==> src/rtl/ssq_pkg.sv <==
package ssq_pkg;
   typedef enum logic [2:0] {
      ST_LOCKOUT    = 3'd0,
      ST_DISABLED   = 3'd1,
      ST_SOFT_START = 3'd2,
      ST_RUN        = 3'd3,
      ST_SOFT_STOP  = 3'd4
   } ssq_state_e;

   typedef enum logic [1:0] {
      LV_HOLD  = 2'd0,
      LV_CLEAR = 2'd1,
      LV_UP    = 2'd2,
      LV_DOWN  = 2'd3
   } ssq_lvl_op_e;
endpackage

==> src/rtl/ssq_uvlo.sv <==
module ssq_uvlo (
   input  logic clk,
   input  logic rst_n,
   input  logic vdd_start_i,
   input  logic vdd_low_i,
   output logic ok_now_o
);
   logic ok_q;

   always_comb begin
      if (vdd_low_i)        ok_now_o = 1'b0;
      else if (vdd_start_i) ok_now_o = 1'b1;
      else                  ok_now_o = ok_q;
   end

   always_ff @(posedge clk or negedge rst_n) begin
      if (!rst_n) ok_q <= 1'b0;
      else        ok_q <= ok_now_o;
   end

   // without either flag the supply verdict keeps its value
   p_uv_hold_r2: assert property (@(posedge clk) disable iff (!rst_n)
      (!vdd_low_i && !vdd_start_i) |=> (ok_q == $past(ok_q)));
endmodule

==> src/rtl/ssq_level.sv <==
module ssq_level
   import ssq_pkg::*;
#(
   parameter int W        = 10,
   parameter int UP_STEP  = 1,
   parameter int DN_MULT  = 10
) (
   input  logic         clk,
   input  logic         rst_n,
   input  ssq_lvl_op_e  op_i,
   output logic [W-1:0] level_o,
   output logic         at_max_o
);
   localparam logic [W-1:0] LVL_MAX = {W{1'b1}};
   localparam logic [W-1:0] UP_V    = W'(UP_STEP);
   localparam logic [W-1:0] DN_V    = W'(UP_STEP * DN_MULT);

   logic [W-1:0] lvl_q, lvl_d;

   always_comb begin
      unique case (op_i)
         LV_CLEAR: lvl_d = '0;
         LV_UP:    lvl_d = (lvl_q > LVL_MAX - UP_V) ? LVL_MAX : lvl_q + UP_V;
         LV_DOWN:  lvl_d = (lvl_q < DN_V) ? '0 : lvl_q - DN_V;
         default:  lvl_d = lvl_q;
      endcase
   end

   always_ff @(posedge clk or negedge rst_n) begin
      if (!rst_n) lvl_q <= '0;
      else        lvl_q <= lvl_d;
   end

   assign level_o  = lvl_q;
   assign at_max_o = (lvl_q == LVL_MAX);

   // a ramp step never moves the level down
   p_up_mono_r7: assert property (@(posedge clk) disable iff (!rst_n)
      ($past(op_i) == LV_UP) |-> (lvl_q >= $past(lvl_q)));
   // a soft-stop step never moves the level up
   p_dn_mono_r8: assert property (@(posedge clk) disable iff (!rst_n)
      ($past(op_i) == LV_DOWN) |-> (lvl_q <= $past(lvl_q)));
endmodule

==> src/rtl/ssq_noload.sv <==
module ssq_noload #(
   parameter int W      = 10,
   parameter int NL_OFF = 102,
   parameter int NL_ON  = 123,
   parameter bit NL_EN  = 1'b1
) (
   input  logic         clk,
   input  logic         rst_n,
   input  logic [W-1:0] cmd_i,
   output logic         load_ok_o
);
   localparam logic [W-1:0] OFF_V = W'(NL_OFF);
   localparam logic [W-1:0] ON_V  = W'(NL_ON);

   generate
      if (NL_EN) begin : g_detect
         logic ok_q;
         always_ff @(posedge clk or negedge rst_n) begin
            if (!rst_n)             ok_q <= 1'b0;
            else if (cmd_i < OFF_V) ok_q <= 1'b0;
            else if (cmd_i > ON_V)  ok_q <= 1'b1;
         end
         assign load_ok_o = ok_q;

         // a command below the low threshold clears the flag next cycle
         p_nl_off_r11: assert property (@(posedge clk) disable iff (!rst_n)
            (cmd_i < OFF_V) |=> !load_ok_o);
         // a command above the high threshold sets it next cycle
         p_nl_on_r11: assert property (@(posedge clk) disable iff (!rst_n)
            (cmd_i > ON_V) |=> load_ok_o);
      end else begin : g_bypass
         assign load_ok_o = 1'b1;
      end
   endgenerate
endmodule

==> src/rtl/ssq_top.sv <==
module ssq_top
   import ssq_pkg::*;
#(
   parameter int W        = 10,
   parameter int UP_STEP  = 1,
   parameter int DN_MULT  = 10,
   parameter int FLOOR    = 102,
   parameter int NL_OFF   = 102,
   parameter int NL_ON    = 123,
   parameter bit NL_EN    = 1'b1
) (
   input  logic         clk,
   input  logic         rst_n,
   input  logic         vdd_start_i,
   input  logic         vdd_low_i,
   input  logic         ref_bad_i,
   input  logic         ext_dis_i,
   input  logic         oc_i,
   input  logic [W-1:0] cmd_i,
   output logic [W-1:0] cmd_o,
   output logic [W-1:0] level_o,
   output logic         drive_en_o,
   output logic [2:0]   state_o
);
   localparam logic [W-1:0] FLOOR_V = W'(FLOOR);

   if (W < 4 || W > 24) begin : g_chk_w
      $error("ssq_top: W out of range");
   end
   if (UP_STEP < 1 || UP_STEP * DN_MULT >= (1 << W)) begin : g_chk_step
      $error("ssq_top: step sizes do not fit the level width");
   end
   if (DN_MULT < 1) begin : g_chk_mult
      $error("ssq_top: DN_MULT must be positive");
   end
   if (NL_ON < NL_OFF || NL_ON >= (1 << W)) begin : g_chk_nl
      $error("ssq_top: no-load thresholds inconsistent");
   end
   if (FLOOR < 1 || FLOOR >= (1 << W)) begin : g_chk_floor
      $error("ssq_top: FLOOR out of range");
   end

   ssq_state_e   st_q, st_d;
   ssq_lvl_op_e  lvl_op;
   logic         sup_ok;
   logic         lvl_max;
   logic         load_ok;
   logic [W-1:0] lvl;

   ssq_uvlo u_uvlo (
      .clk         (clk),
      .rst_n       (rst_n),
      .vdd_start_i (vdd_start_i),
      .vdd_low_i   (vdd_low_i),
      .ok_now_o    (sup_ok)
   );

   ssq_level #(.W(W), .UP_STEP(UP_STEP), .DN_MULT(DN_MULT)) u_level (
      .clk      (clk),
      .rst_n    (rst_n),
      .op_i     (lvl_op),
      .level_o  (lvl),
      .at_max_o (lvl_max)
   );

   assign cmd_o = (cmd_i < lvl) ? cmd_i : lvl;

   ssq_noload #(.W(W), .NL_OFF(NL_OFF), .NL_ON(NL_ON), .NL_EN(NL_EN)) u_noload (
      .clk       (clk),
      .rst_n     (rst_n),
      .cmd_i     (cmd_o),
      .load_ok_o (load_ok)
   );

   always_comb begin
      st_d   = st_q;
      lvl_op = LV_HOLD;
      if (!sup_ok) begin
         st_d   = ST_LOCKOUT;
         lvl_op = LV_CLEAR;
      end else if (ref_bad_i || ext_dis_i) begin
         st_d   = ST_DISABLED;
         lvl_op = LV_CLEAR;
      end else begin
         unique case (st_q)
            ST_LOCKOUT, ST_DISABLED: begin
               st_d   = ST_SOFT_START;
               lvl_op = LV_CLEAR;
            end
            ST_SOFT_START: begin
               if (oc_i)         st_d = ST_SOFT_STOP;
               else if (lvl_max) st_d = ST_RUN;
               else              lvl_op = LV_UP;
            end
            ST_RUN: begin
               if (oc_i) st_d = ST_SOFT_STOP;
            end
            ST_SOFT_STOP: begin
               if (lvl < FLOOR_V) begin
                  st_d   = ST_SOFT_START;
                  lvl_op = LV_UP;
               end else begin
                  lvl_op = LV_DOWN;
               end
            end
            default: begin
               st_d   = ST_LOCKOUT;
               lvl_op = LV_CLEAR;
            end
         endcase
      end
   end

   always_ff @(posedge clk or negedge rst_n) begin
      if (!rst_n) st_q <= ST_LOCKOUT;
      else        st_q <= st_d;
   end

   assign drive_en_o = ((st_q == ST_SOFT_START) || (st_q == ST_RUN)) && sup_ok &&
                       !ref_bad_i && !ext_dis_i && !oc_i && load_ok;
   assign state_o    = st_q;
   assign level_o    = lvl;

   // undervoltage wins over everything, next clock is lockout with zero level
   p_uv_prio_r3: assert property (@(posedge clk) disable iff (!rst_n)
      vdd_low_i |=> (state_o == ST_LOCKOUT && level_o == '0));
   // bad reference with a good supply forces a hard disable
   p_ref_bad_r4: assert property (@(posedge clk) disable iff (!rst_n)
      (sup_ok && ref_bad_i) |=> (state_o == ST_DISABLED && level_o == '0));
   // any fault flag removes the driver enable at once
   p_fault_off_r6: assert property (@(posedge clk) disable iff (!rst_n)
      (vdd_low_i || ref_bad_i || ext_dis_i || oc_i) |-> !drive_en_o);
   // overcurrent while running leads to soft stop
   p_oc_stop_r8: assert property (@(posedge clk) disable iff (!rst_n)
      (state_o == ST_RUN && oc_i && sup_ok && !ref_bad_i && !ext_dis_i)
      |=> (state_o == ST_SOFT_STOP));
   // clamped command never exceeds either the level or the request
   p_clamp_r10: assert property (@(posedge clk) disable iff (!rst_n)
      (cmd_o <= level_o) && (cmd_o <= cmd_i));
   // enable only in the ramping or running states
   p_en_state_r12: assert property (@(posedge clk) disable iff (!rst_n)
      drive_en_o |-> (state_o == ST_SOFT_START || state_o == ST_RUN));
endmodule

==> config.mk <==
export PLATFORM = sky130hd
export DESIGN_NAME = ssq_top
export DESIGN_NICKNAME = d
export VERILOG_FILES = /design/src/rtl/ssq_pkg.sv /design/src/rtl/ssq_uvlo.sv /design/src/rtl/ssq_level.sv /design/src/rtl/ssq_noload.sv /design/src/rtl/ssq_top.sv
export SDC_FILE = /design/constraint.sdc
export NUM_CORES = 1
export LEC_CHECK = 0
export BUFFER_PORTS_ARGS = -buffer_cell sky130_fd_sc_hd__buf_2
export CELL_PAD_IN_SITES_DETAIL_PLACEMENT = 1
export CELL_PAD_IN_SITES_GLOBAL_PLACEMENT = 1
export CORE_MARGIN = 5
export CORE_UTILIZATION = 40
export CTS_BUF_LIST = sky130_fd_sc_hd__clkbuf_4 sky130_fd_sc_hd__clkbuf_8
export DETAILED_ROUTE_END_ITERATION = 10
export GPL_TIMING_DRIVEN = 0
export HOLD_SLACK_MARGIN = 0.12
export PLACE_DENSITY_LB_ADDON = 0.15
export SLEW_MARGIN = 10
export SYNTH_ARGS = -nofsm -noshare
export SYNTH_HDL_FRONTEND = slang
export SYNTH_SLANG_ARGS = --single-unit
==> constraint.sdc <==
create_clock -name clk -period 3.22 [get_ports clk]
set_input_delay 0.322 -clock clk [delete_from_list [all_inputs] [get_ports clk]]
set_output_delay 0.322 -clock clk [all_outputs]
set_load 0.01 [all_outputs]
### Yosys cells after proc, flatten, opt, wreduce, memory -nomap -nowiden

Cells that the tools add are included.

| word-level totals | value |
|---|---|
| flip-flop bits (word level) | 15 |
| input bits | 17 |
| output and inout bits | 24 |
| logic and storage cells | 59 |

| operators by class | value |
|---|---|
| $add $sub $neg | 2 |
| order comparisons | 6 |
| equal/unequal tests | 11 |
| muxes and demuxes | 21 |
| reductions and logical operators | 15 |

Operators by type and width:

| kind | number |
|---|---|
| $mux 10 | 3 |
| $pmux 10 s3 | 1 |
| $lt 10x7->1 const B | 2 |
| $mux 3 | 6 |
| $pmux 3 s4 | 1 |
| $add 10x1->10 const B | 1 |
| $eq 10x10->1 const B | 1 |
| $gt 10x10->1 const B | 1 |
| $gt 10x7->1 const B | 1 |
| $lt 10x10->1 | 1 |
| $lt 10x4->1 const B | 1 |
| $sub 10x4->10 const B | 1 |
| $mux 2 | 4 |
| $ne 4x4->1 const B | 2 |
| $eq 3x2->1 const B | 2 |
| $pmux 2 s3 | 1 |
| $logic_and 1x1->1 | 5 |
| $mux 1 | 5 |
| $ne 5x5->1 const B | 1 |
| $eq 2x2->1 const B | 2 |
| $eq 3x1->1 const B | 1 |
| $eq 3x3->1 const B | 1 |
| $logic_not 1->1 | 3 |
| $logic_not 3->1 | 1 |
| other kinds (6) | 7 |

### Depth between registers and ports, before layout

Gate-level depths: netlist of the first run.

| logic depth | value |
|---|---|
| depth after elaboration | 8 |
| gate-level depth with buffers | 10 |
| mapped depth without buffers | 8 |

### Hierarchy

A second synthesis of the first run with hierarchy kept.

| unflattened totals | value |
|---|---|
| cell total of the unflattened synthesis | 184 |
| area total of the unflattened synthesis | 1526.5 um^2 |

By module, submodules not included:

| module | instances | cells each | area an instance (um^2) | sequential area each (um^2) |
|---|---|---|---|---|
| ssq_level | 1 | 105 | 865.8 | 250.2 |
| ssq_top | 1 | 71 | 560.5 | 75.1 |
| ssq_noload | 1 | 6 | 65.1 | 25.0 |
| ssq_uvlo | 1 | 2 | 35.0 | 25.0 |

### Least setup slack after synthesis of the first run

OpenSTA, ideal clock, no wires.

| path | value |
|---|---|
| path type | register to output |
| from | register u_level.lvl_q[3], in the netlist u_level.level_o[3] |
| to | output cmd_o[0] |
| data arrival time | 1945 ps |
| required time | 2898 ps |
| setup slack | 953 ps |
| stages on the path, launching flop included | 11 |
| path buffers | 2 |
| path through | dfrtp_1 buf_4 inv_1 ha_1 a21o_1 a21oi_1 o21ai_0 a21oi_1 o21ai_1 buf_2 mux2_2 |

| on the way | value |
|---|---|
| longest elaborated chain between the ends | 2 |

Ends and longest elaborated chain:

| what | line | text |
|---|---|---|
| from (decl) | ssq_level.sv:18 | `logic [W-1:0] lvl_q, lvl_d;` |
| from (signal assigned) | ssq_level.sv:31 | `else lvl_q <= lvl_d;` |
| $lt 10x10->1 | ssq_top.sv:66 | `assign cmd_o = (cmd_i < lvl) ? cmd_i : lvl;` |
| $mux 10 | ssq_top.sv:66 |  |
| to (decl) | ssq_top.sv:20 | `output logic [W-1:0] cmd_o,` |

No other way between the ends.

### Worst setup path in the final report of the first run

| path | value |
|---|---|
| from | register u_level.lvl_q[1], in the netlist u_level.level_o[1] |
| to | output cmd_o[3] |

Same word-level chain as after synthesis.

==> flow_metrics.tcl, run 1 <==
set metrics [dict create \
    status "completed" \
    drv_cap 0 \
    synth_top_area_share_pct 22.7 \
    placedCellCount 286 \
    fin_ws_ns 0.294 \
    rrSetupSlack_ns 0.94 \
    skew_ns 0.000930 \
    num_io_pins 41 \
    grt_pass1_vias 1606 \
    end_kind "primary output" \
    cts_resized 0 \
    powerDensity_mw_per_mm2 224 \
    power_frac_comb_pct 17.0 \
    seq_power_share_pct 44.3 \
    worstPathRequired_ns 2.90 \
    synth.largest_area_cell "dfrtp_1" \
    r2r_end "u_level.level_o[4]" \
    synth_nets 226 \
    syn_to_final_growth_pct 19.4 \
    tns_ns 0 \
    cts_tree "yes" \
    hp-start "oc_i" \
    via_count 1643 \
    start_util_pct 41.4 \
    via_per_inst 5.65 \
    synthFlopType "dfrtp_1" \
    drc 0 \
    row_count 23 \
    synth_edf_count 0 \
    synth_cell_types 46 \
    hold_viol_final 0 \
    clk_latency_ns 0.26 \
    grt_overflow 0 \
    ant_nets 0 \
    path_buf_inv 3 \
    min_path_cells 2 \
    drt_wl_total_um 4990 \
    rsz0062_at_grt "no" \
    worst_slew_pin_slew_ns 0.593 \
    die_height_um 74.3 \
    power.share.clock_pct 38.8 \
    nFillCells 511 \
    post-route-period-util_pct 90.9 \
    crit_path_start_kind "flop" \
    finalCriticalPeriod_ns 2.93 \
    num-nets-final 272 \
    power.switching_mw 0.119 \
    intPower_mw 0.324 \
    cp_cell_sequence "inv_1, ha_1, a21oi_1, o21ai_0, a21oi_1, o21ai_1, buf_2, mux2_2, buf_2" \
    setup_viol 0 \
    total_leakage_power_nw 0.917 \
    cts_sinks 15 \
    worst-path-stages 9 \
    synthArstFlopShare_pct 100 \
    diodes 0 \
    drtPass1Iterations 4 \
    antenna_found_initial 0 \
    cp_max_fo 11 \
    critical_path_class "reg -> out" \
    place_ws_ns 0.569 \
    r2r-start "u_level.level_o[1]" \
    relSlewSlack_pct 60.2 \
    drt_iter0_markers 74 \
    cts_max_path_buffers 2 \
    hp-class "in -> reg" \
    avgSynthCellArea_um2 8.45 \
    dpl.hpwl_um 3950 \
    crit_path_end "cmd_o[3]" \
    max_freq_mhz 342 \
    yosys_warnings 0 \
    synth_area_leaders "dfrtp_1 (23%), ha_1 (9.8%), mux2_2 (7.5%)" \
    switching_share_pct 26.8 \
    cp-startpoint "u_level.level_o[1]" \
    place_congestion 0.841 \
    netlist_area_mm2 0.00166 \
    fin_cells 291 \
    ys_seq_area_share_pct 22.7 \
    syn_inst 196 \
    die_area_mm2 0.00552 \
    cts-buffers-inserted 3 \
    r2r_cells 7 \
    port_buffers 40 \
    final_layout_size_suffix_gt1_share_pct 34.0 \
    irDropWorstVdd_v 0.000149 \
    wl_per_cell_um 17.2 \
    grt_max_degree 16 \
    clkTransAtPathRegs_ns 0.07 \
    htree_num_levels 1 \
    slowest_delay_ns 0.56 \
    worstPathArrival_ns 2.60 \
    track_usage_pct 19.2 \
    coreArea_mm2 0.00400 \
    drv_slew 0 \
    die_w_um 74.3 \
    grt_pass1_wl_um 8220 \
    critPathTopFamily "compound AO/OA/AOI/OAI gates" \
    clockRootBuffer "clkbuf_8" \
    cpMaxStageDelayCell "dfrtp_1" \
    ys_ff_latch 15 \
]
power by group through the flow:
stage                     clock (mW)  combinational [mW]  sequential, mW
after floorplan                    0              0.0401           0.199
after global placement             0              0.0730           0.199
after detailed placement           0              0.0752           0.200
after CTS                      0.178              0.0764           0.196
after global routing           0.190              0.0839           0.196
final                          0.172              0.0751           0.196
kinds of logic (layout without fill, tap and decap cells):
logic type | after synthesis | after routing | synth area share [%]
AOI/OAI and AO/OA | 68 | 68 | 26.5
DFF | 15 | 15 | 22.7
xor gates and xnor gates | 5 | 5 | 2.65
muxes | 11 | 11 | 7.48
buffers and inverters | 22 | 67 | 8.01
adders and majority gates | 13 | 13 | 9.83
and+or+nand+nor | 62 | 62 | 22.8
stage by stage:
stage | power [mW] | area (um^2) | hold slack [ns] | util [%]
floorplan | 0.239 | 1660 | 0.0264 | -
global route | 0.470 | 1980 | 0.315 | 49.4
finish | 0.443 | 1980 | 0.323 | 49.4
detailed placement | 0.275 | 1920 | 0.262 | 48.0
global placement | 0.273 | 1920 | 0.260 | 48.0
CTS | 0.450 | 1980 | 0.316 | 49.4
metal layers:
layer	vias to the layer above	GRT usage [%]	routed length [um]
met4	0	2.57	25
met3	5	3.38	124
met5	-	0	0
met1	806	26.6	2370
li1	816	-	-
met2	16	32.3	2470
layout make-up:
class / instances / area (um^2) / share of cell area [%]
Tap cell: 50 / 62.6 / 3.16
Sequential cell: 15 / 375 / 19.0
Buffer: 9 / 83.8 / 4.24
Multi-Input combinational cell: 159 / 1150 / 58.0
Clock buffer: 4 / 48.8 / 2.47
Inverter: 13 / 48.8 / 2.47
Timing Repair Buffer: 41 / 210 / 10.6
layout by cell type (no fill, tap or decap), types with 2 or more instances in the layout:
cell,instances
buf_2,41
a21oi_1,19
dfrtp_1,15
nand2_1,14
o21ai_0,13
ha_1,13
inv_1,11
mux2_2,11
nor2_1,10
nor3_1,8
nand3_1,7
a21o_1,7
o21ai_1,7
buf_6,5
xnor2_1,5
o22ai_1,5
nand4_1,4
nand2b_1,4
a31oi_1,4
buf_4,3
clkbuf_8,3
inv_2,2
or4_4,2
or3_1,2
nor4_1,2
registers in the layout, indices dropped and copies added, names as in the netlist:
| register | count |
|---|---|
| u_noload.load_ok_o | 1 |
| u_level.level_o | 10 |
| state_o | 3 |
| u_uvlo.ok_q | 1 |
repair_timing:
action / in CTS / in global routing
hold buffers: 1 / 0
endpoints found under the hold margin: 15 / 0
setup buffers: 0 / 0
Yosys cell counts, types with 2 or more instances:
cell	count
nand4_1	4
a21oi_1	19
nand3_1	7
inv_2	2
nand2b_1	4
mux2_2	11
or4_4	2
ha_1	13
nor3_1	8
nor2_1	10
dfrtp_1	15
inv_1	11
a31oi_1	4
or3_1	2
o22ai_1	5
nor4_1	2
o21ai_0	13
buf_6	5
a21o_1	7
xnor2_1	5
o21ai_1	7
nand2_1	14
buf_4	3
worst min-delay path by stage:
stage / to / slack, ns
floorplan: state_o[0] / 0.03
global placement: state_o[2] / 0.26
detailed placement: state_o[2] / 0.26
CTS: state_o[2] / 0.32
global route: state_o[2] / 0.32
finish: state_o[2] / 0.32
No activity file was read; power rests on OpenSTA's default activity.
==> run 2, diff against run 1 <==
Settings changed: CORE_MARGIN 5 to 1.5.
==> run 2 against run 1 <==
  * Final area unchanged
  * Die area is 18% lower
  * Via count shrank 0.49%
  * Register-to-register slack barely moved
  * Clock skew up 0.0025 ns
  * Global-route usage up 4.9 points
  * Final cell count unchanged
  * Sequential share of layout area unchanged
  * Clock power is essentially flat
  * Maximum frequency is 0.76% higher
  * Combinational power fell by 0.9%
  * Worst setup slack improved by 0.022 ns
  * Critical endpoint is now cmd_o[8]
==> flow_metrics.tcl, run 2 (synthesized netlist as in run 1, its figures left out) <==
set metrics [dict create \
    cts-buffers-inserted 3 \
    postCtsHoldBufs 1 \
    place_congestion 0.791 \
    drtPass1Iterations 4 \
    fin_area_mm2 0.00198 \
    power.switching_mw 0.117 \
    total_leakage_power_nw 0.917 \
    track_usage_pct 24.2 \
    clkTransAtPathRegs_ns 0.07 \
    path_buf_inv 3 \
    port_buffers 40 \
    diodes 0 \
    largest_reg_flops 10 \
    clk_latency_ns 0.25 \
    fin_util_pct 49.4 \
    drv_slew 0 \
    drt_wl_total_um 4980 \
    die_area_mm2 0.00453 \
    drc 0 \
    drt_iter0_markers 69 \
    num_io_pins 41 \
    relSlewSlack_pct 60.1 \
    powerDensity_mw_per_mm2 223 \
    ant_nets 0 \
    cts_resized 0 \
    critical_path_class "reg -> out" \
    cts_sinks 15 \
    slowest_delay_ns 0.55 \
    setup_viol 0 \
    worstPathArrival_ns 2.58 \
    row_count 23 \
    cpMaxStageDelayCell "dfrtp_1" \
    die_w_um 67.3 \
    seq_power_share_pct 44.5 \
    grt_max_degree 16 \
    crit_path_start_kind "flop" \
    cp_cell_sequence "inv_1, ha_1, nand3_1, o21ai_0, a21oi_1, o21ai_1, buf_2, mux2_2, buf_2" \
    worst_slew_pin_slew_ns 0.595 \
    nFillCells 513 \
    hp-class "in -> reg" \
    hold_viol_final 0 \
    drv_cap 0 \
    finalCriticalPeriod_ns 2.90 \
    switching_share_pct 26.6 \
    cts_max_path_buffers 2 \
    coreArea_mm2 0.00400 \
    die_height_um 67.3 \
    mostFrequentLayoutCells "buf_2 (41), a21oi_1 (19), dfrtp_1 (15), nand2_1 (14)" \
    grt_pass1_vias 1620 \
    fin_ws_ns 0.316 \
    total_power_mw 0.441 \
    irDropWorstVdd_v 0.000139 \
    post_dp_cell_area_mm2 0.00192 \
    via_per_inst 5.62 \
    grt_overflow 0 \
    cp_max_fo 10 \
    place_ws_ns 0.578 \
    cts_tree "yes" \
    antenna_found_initial 0 \
    critPathTopFamily "buffers and inverters" \
    htree_num_levels 1 \
    status "completed" \
    crit_path_frequent_cell "buf_2" \
    num-nets-final 272 \
    dpl.hpwl_um 3830 \
    postCtsSetupRepairBufs 0 \
    grt_pass1_wl_um 8240 \
    worstPathRequired_ns 2.90 \
    max_freq_mhz 344 \
    power_frac_comb_pct 16.9 \
    wl_per_cell_um 17.1 \
    tns_ns 0 \
    rsz0062_at_grt "no" \
    start_util_pct 41.4 \
    clockRootBuffer "clkbuf_8" \
    syn_to_final_growth_pct 19.4 \
    end_kind "primary output" \
    via_count 1635 \
    power.share.clock_pct 38.6 \
    final_common_cell "buf_2" \
    skew_ns 0.00344 \
    final_layout_size_suffix_gt1_share_pct 34.0 \
    post-route-period-util_pct 90.2 \
    intPower_mw 0.324 \
]
-- run 2: per-stage QoR --
stage          instances  hold slack, ns
2_1_floorplan        196          0.0264
3_3_place_gp         286           0.258
3_5_place_dp         286           0.262
4_1_cts              291           0.316
5_1_grt              291           0.332
6_report             291           0.318
-- run 2: path summary, 6_finish.rpt --
path / start / cells past startpoint / slack (ns) / to
setup / recovery: u_level.level_o[2] / 9 / 0.32 / cmd_o[8]
hold / removal: oc_i / 2 / 0.32 / state_o[2]
setup reg to reg: u_level.level_o[1] / 7 / 0.95 / u_level.level_o[4]
hold reg to reg: u_uvlo.ok_q / 2 / 0.58 / u_uvlo.ok_q
max in group asynchronous: rst_n / 2 / 2.43 / u_level.level_o[3]
min in group asynchronous: rst_n / 2 / 0.51 / state_o[1]
-- run 2: layout make-up --
class                   count  area (um^2)  area share (%)
plain buffers               9         83.8            4.24
clock buffers               4         48.8            2.47
inverters                  13         48.8            2.47
multi-input cells         159         1150            58.0
flip-flops and latches     15          375            19.0
well taps                  50         62.6            3.16
repair buffers             41          210            10.6
-- run 2: per-layer routing --
| metal | vias to the layer above | part of all wire [%] | routed length [um] | track usage (%) |
|---|---|---|---|---|
| met3 | 4 | 1.9 | 94 | 4.00 |
| met4 | 0 | 0.54 | 27 | 3.83 |
| li1 | 813 | - | - | - |
| met2 | 21 | 47 | 2350 | 39.7 |
| met5 | - | 0 | 0 | 0 |
| met1 | 797 | 50 | 2520 | 33.8 |
-- run 2: power groups by stage --
stage | Clock, mW | Sequential, mW | Combinational [mW]
final | 0.170 | 0.196 | 0.0744
after global placement | 0 | 0.200 | 0.0724
after floorplan | 0 | 0.199 | 0.0401
after CTS | 0.174 | 0.196 | 0.0756
after global routing | 0.183 | 0.197 | 0.0840
after detailed placement | 0 | 0.200 | 0.0743
-- run 2: worst register-to-register path: cells and delay by family (launching register included) --
kind	cells	cell delay, ns
simple gates	2	0.30
fa+ha+maj	1	0.28
flops	1	0.55
compound gates	4	1.00
==> run 3, diff against run 2 <==
Settings changed: CAP_MARGIN from default to 20, PLACE_DENSITY_LB_ADDON 0.15 to 0.3.
==> run 3 against run 2 <==
  * Register-to-register slack worse by 0.02 ns
  * Worst setup slack worse by 0.015 ns
  * Critical endpoint is now cmd_o[9]
  * Sequential cell count unchanged
  * First-iteration DRC count down 13%
  * Largest cell class unchanged
  * Final cell count unchanged
  * Critical path depth unchanged
  * Hold slack about the same
  * Critical path type unchanged
  * Total power up 0.68%
==> flow_metrics.tcl, run 3 (synthesized netlist as in run 1, its figures left out) <==
set metrics [dict create \
    clkTransAtPathRegs_ns 0.07 \
    critical_path_class "reg -> out" \
    cts_max_path_buffers 2 \
    place_congestion 0.850 \
    drt_wl_total_um 4920 \
    postCtsSetupRepairBufs 0 \
    power_frac_comb_pct 16.7 \
    clockRootBuffer "clkbuf_8" \
    grt_overflow 0 \
    die_height_um 67.3 \
    worstPathArrival_ns 2.60 \
    fin_cells 291 \
    grt_pass1_wl_um 8020 \
    seq_area_um2 375 \
    drt_iter0_markers 60 \
    status "completed" \
    ant_nets 0 \
    start_util_pct 41.4 \
    syn_to_final_growth_pct 19.4 \
    track_usage_pct 23.5 \
    fin_ws_ns 0.300 \
    power.share.clock_pct 39.0 \
    irDropWorstVdd_v 0.000160 \
    rsz0062_at_grt "no" \
    fin_util_pct 49.4 \
    drv_cap 0 \
    whs_ns 0.318 \
    placedCellCount 286 \
    diodes 0 \
    r2r_cells 7 \
    worst_slew_pin_slew_ns 0.544 \
    powerDensity_mw_per_mm2 225 \
    relSlewSlack_pct 63.4 \
    seq_power_share_pct 44.2 \
    crit_path_start_kind "flop" \
    grt_max_degree 16 \
    cts-buffers-inserted 3 \
    multiInputGateArea_mm2 0.00115 \
    skew_ns 0.00335 \
    grt_pass1_vias 1612 \
    via_count 1660 \
    setup_viol 0 \
    tns_ns 0 \
    antenna_found_initial 0 \
    end_kind "primary output" \
    nFillCells 499 \
    post-route-period-util_pct 90.7 \
    drv_slew 0 \
    clk_latency_ns 0.26 \
    max_freq_mhz 343 \
    num_io_pins 41 \
    cp_max_fo 11 \
    final_layout_size_suffix_gt1_share_pct 34.0 \
    min_path_cells 2 \
    mostFrequentLayoutCells "buf_2 (41), a21oi_1 (19), dfrtp_1 (15), nand2_1 (14)" \
    dpl.hpwl_um 3750 \
    hp-class "in -> reg" \
    drtPass1Iterations 4 \
    coreArea_mm2 0.00400 \
    cts_resized 0 \
    via_per_inst 5.70 \
    final_common_cell "buf_2" \
    row_count 23 \
    die_w_um 67.3 \
    port_buffers 40 \
    wl_per_cell_um 16.9 \
    postCtsHoldBufs 1 \
    largest_reg_flops 10 \
    finalCriticalPeriod_ns 2.92 \
    total_leakage_power_nw 0.917 \
    place_ws_ns 0.552 \
    drc 0 \
    intPower_mw 0.324 \
    cts_sinks 15 \
    cts_tree "yes" \
    hold_viol_final 0 \
    power.switching_mw 0.120 \
    switching_share_pct 27.0 \
    worstPathRequired_ns 2.90 \
    die_area_mm2 0.00453 \
    htree_num_levels 1 \
    num-nets-final 272 \
]
[run 3: cell counts in the layout (fill, tap and decap cells not counted)]
Identical to the previous run, type by type.
[run 3: critical path, cell delays in order (launching register included)]
cell     delay (ns)
dfrtp_1        0.57
inv_1          0.14
ha_1           0.30
a21oi_1        0.05
o21ai_0        0.22
a21oi_1        0.11
o21ai_1        0.17
buf_2          0.28
mux2_2         0.37
buf_2          0.14
[run 3: cell type report]
type	count	share of cell area, %
multi-input combinational	159	58.0
sequential	15	19.0
inverter	13	2.47
buffer	9	4.24
clock buffer	4	2.47
tap	50	3.16
timing repair buffer	41	10.6
[run 3: power groups by stage]
stage	Sequential (mW)	Combinational, mW	Clock, mW
2_1_floorplan	0.199	0.0401	0
3_3_place_gp	0.200	0.0720	0
3_5_place_dp	0.200	0.0743	0
4_1_cts	0.196	0.0757	0.173
5_1_grt	0.197	0.0840	0.179
6_report	0.196	0.0743	0.173
[run 3: worst paths after layout]
path                                     from                  to  slack [ns]
min in group asynchronous               rst_n          state_o[0]        0.51
max in group asynchronous               rst_n  u_level.level_o[3]        2.44
setup / recovery           u_level.level_o[1]            cmd_o[9]        0.30
setup reg to reg           u_level.level_o[1]  u_level.level_o[7]        0.93
hold / removal                           oc_i          state_o[2]        0.32
hold reg to reg                   u_uvlo.ok_q         u_uvlo.ok_q        0.59
[run 3: per-stage QoR]
stage          total power, mW  cell area, um^2
2_1_floorplan            0.239             1660
3_3_place_gp             0.272             1920
3_5_place_dp             0.274             1920
4_1_cts                  0.445             1980
5_1_grt                  0.460             1980
6_report                 0.444             1980
[run 3: metal layers]
| layer | up-vias | GRT usage, % | wire length [um] |
|---|---|---|---|
| li1 | 818 | - | - |
| met1 | 812 | 33.2 | 2390 |
| met2 | 26 | 39.2 | 2380 |
| met3 | 4 | 3.50 | 133 |
| met4 | 0 | 2.30 | 16 |
| met5 | - | 0 | 0 |
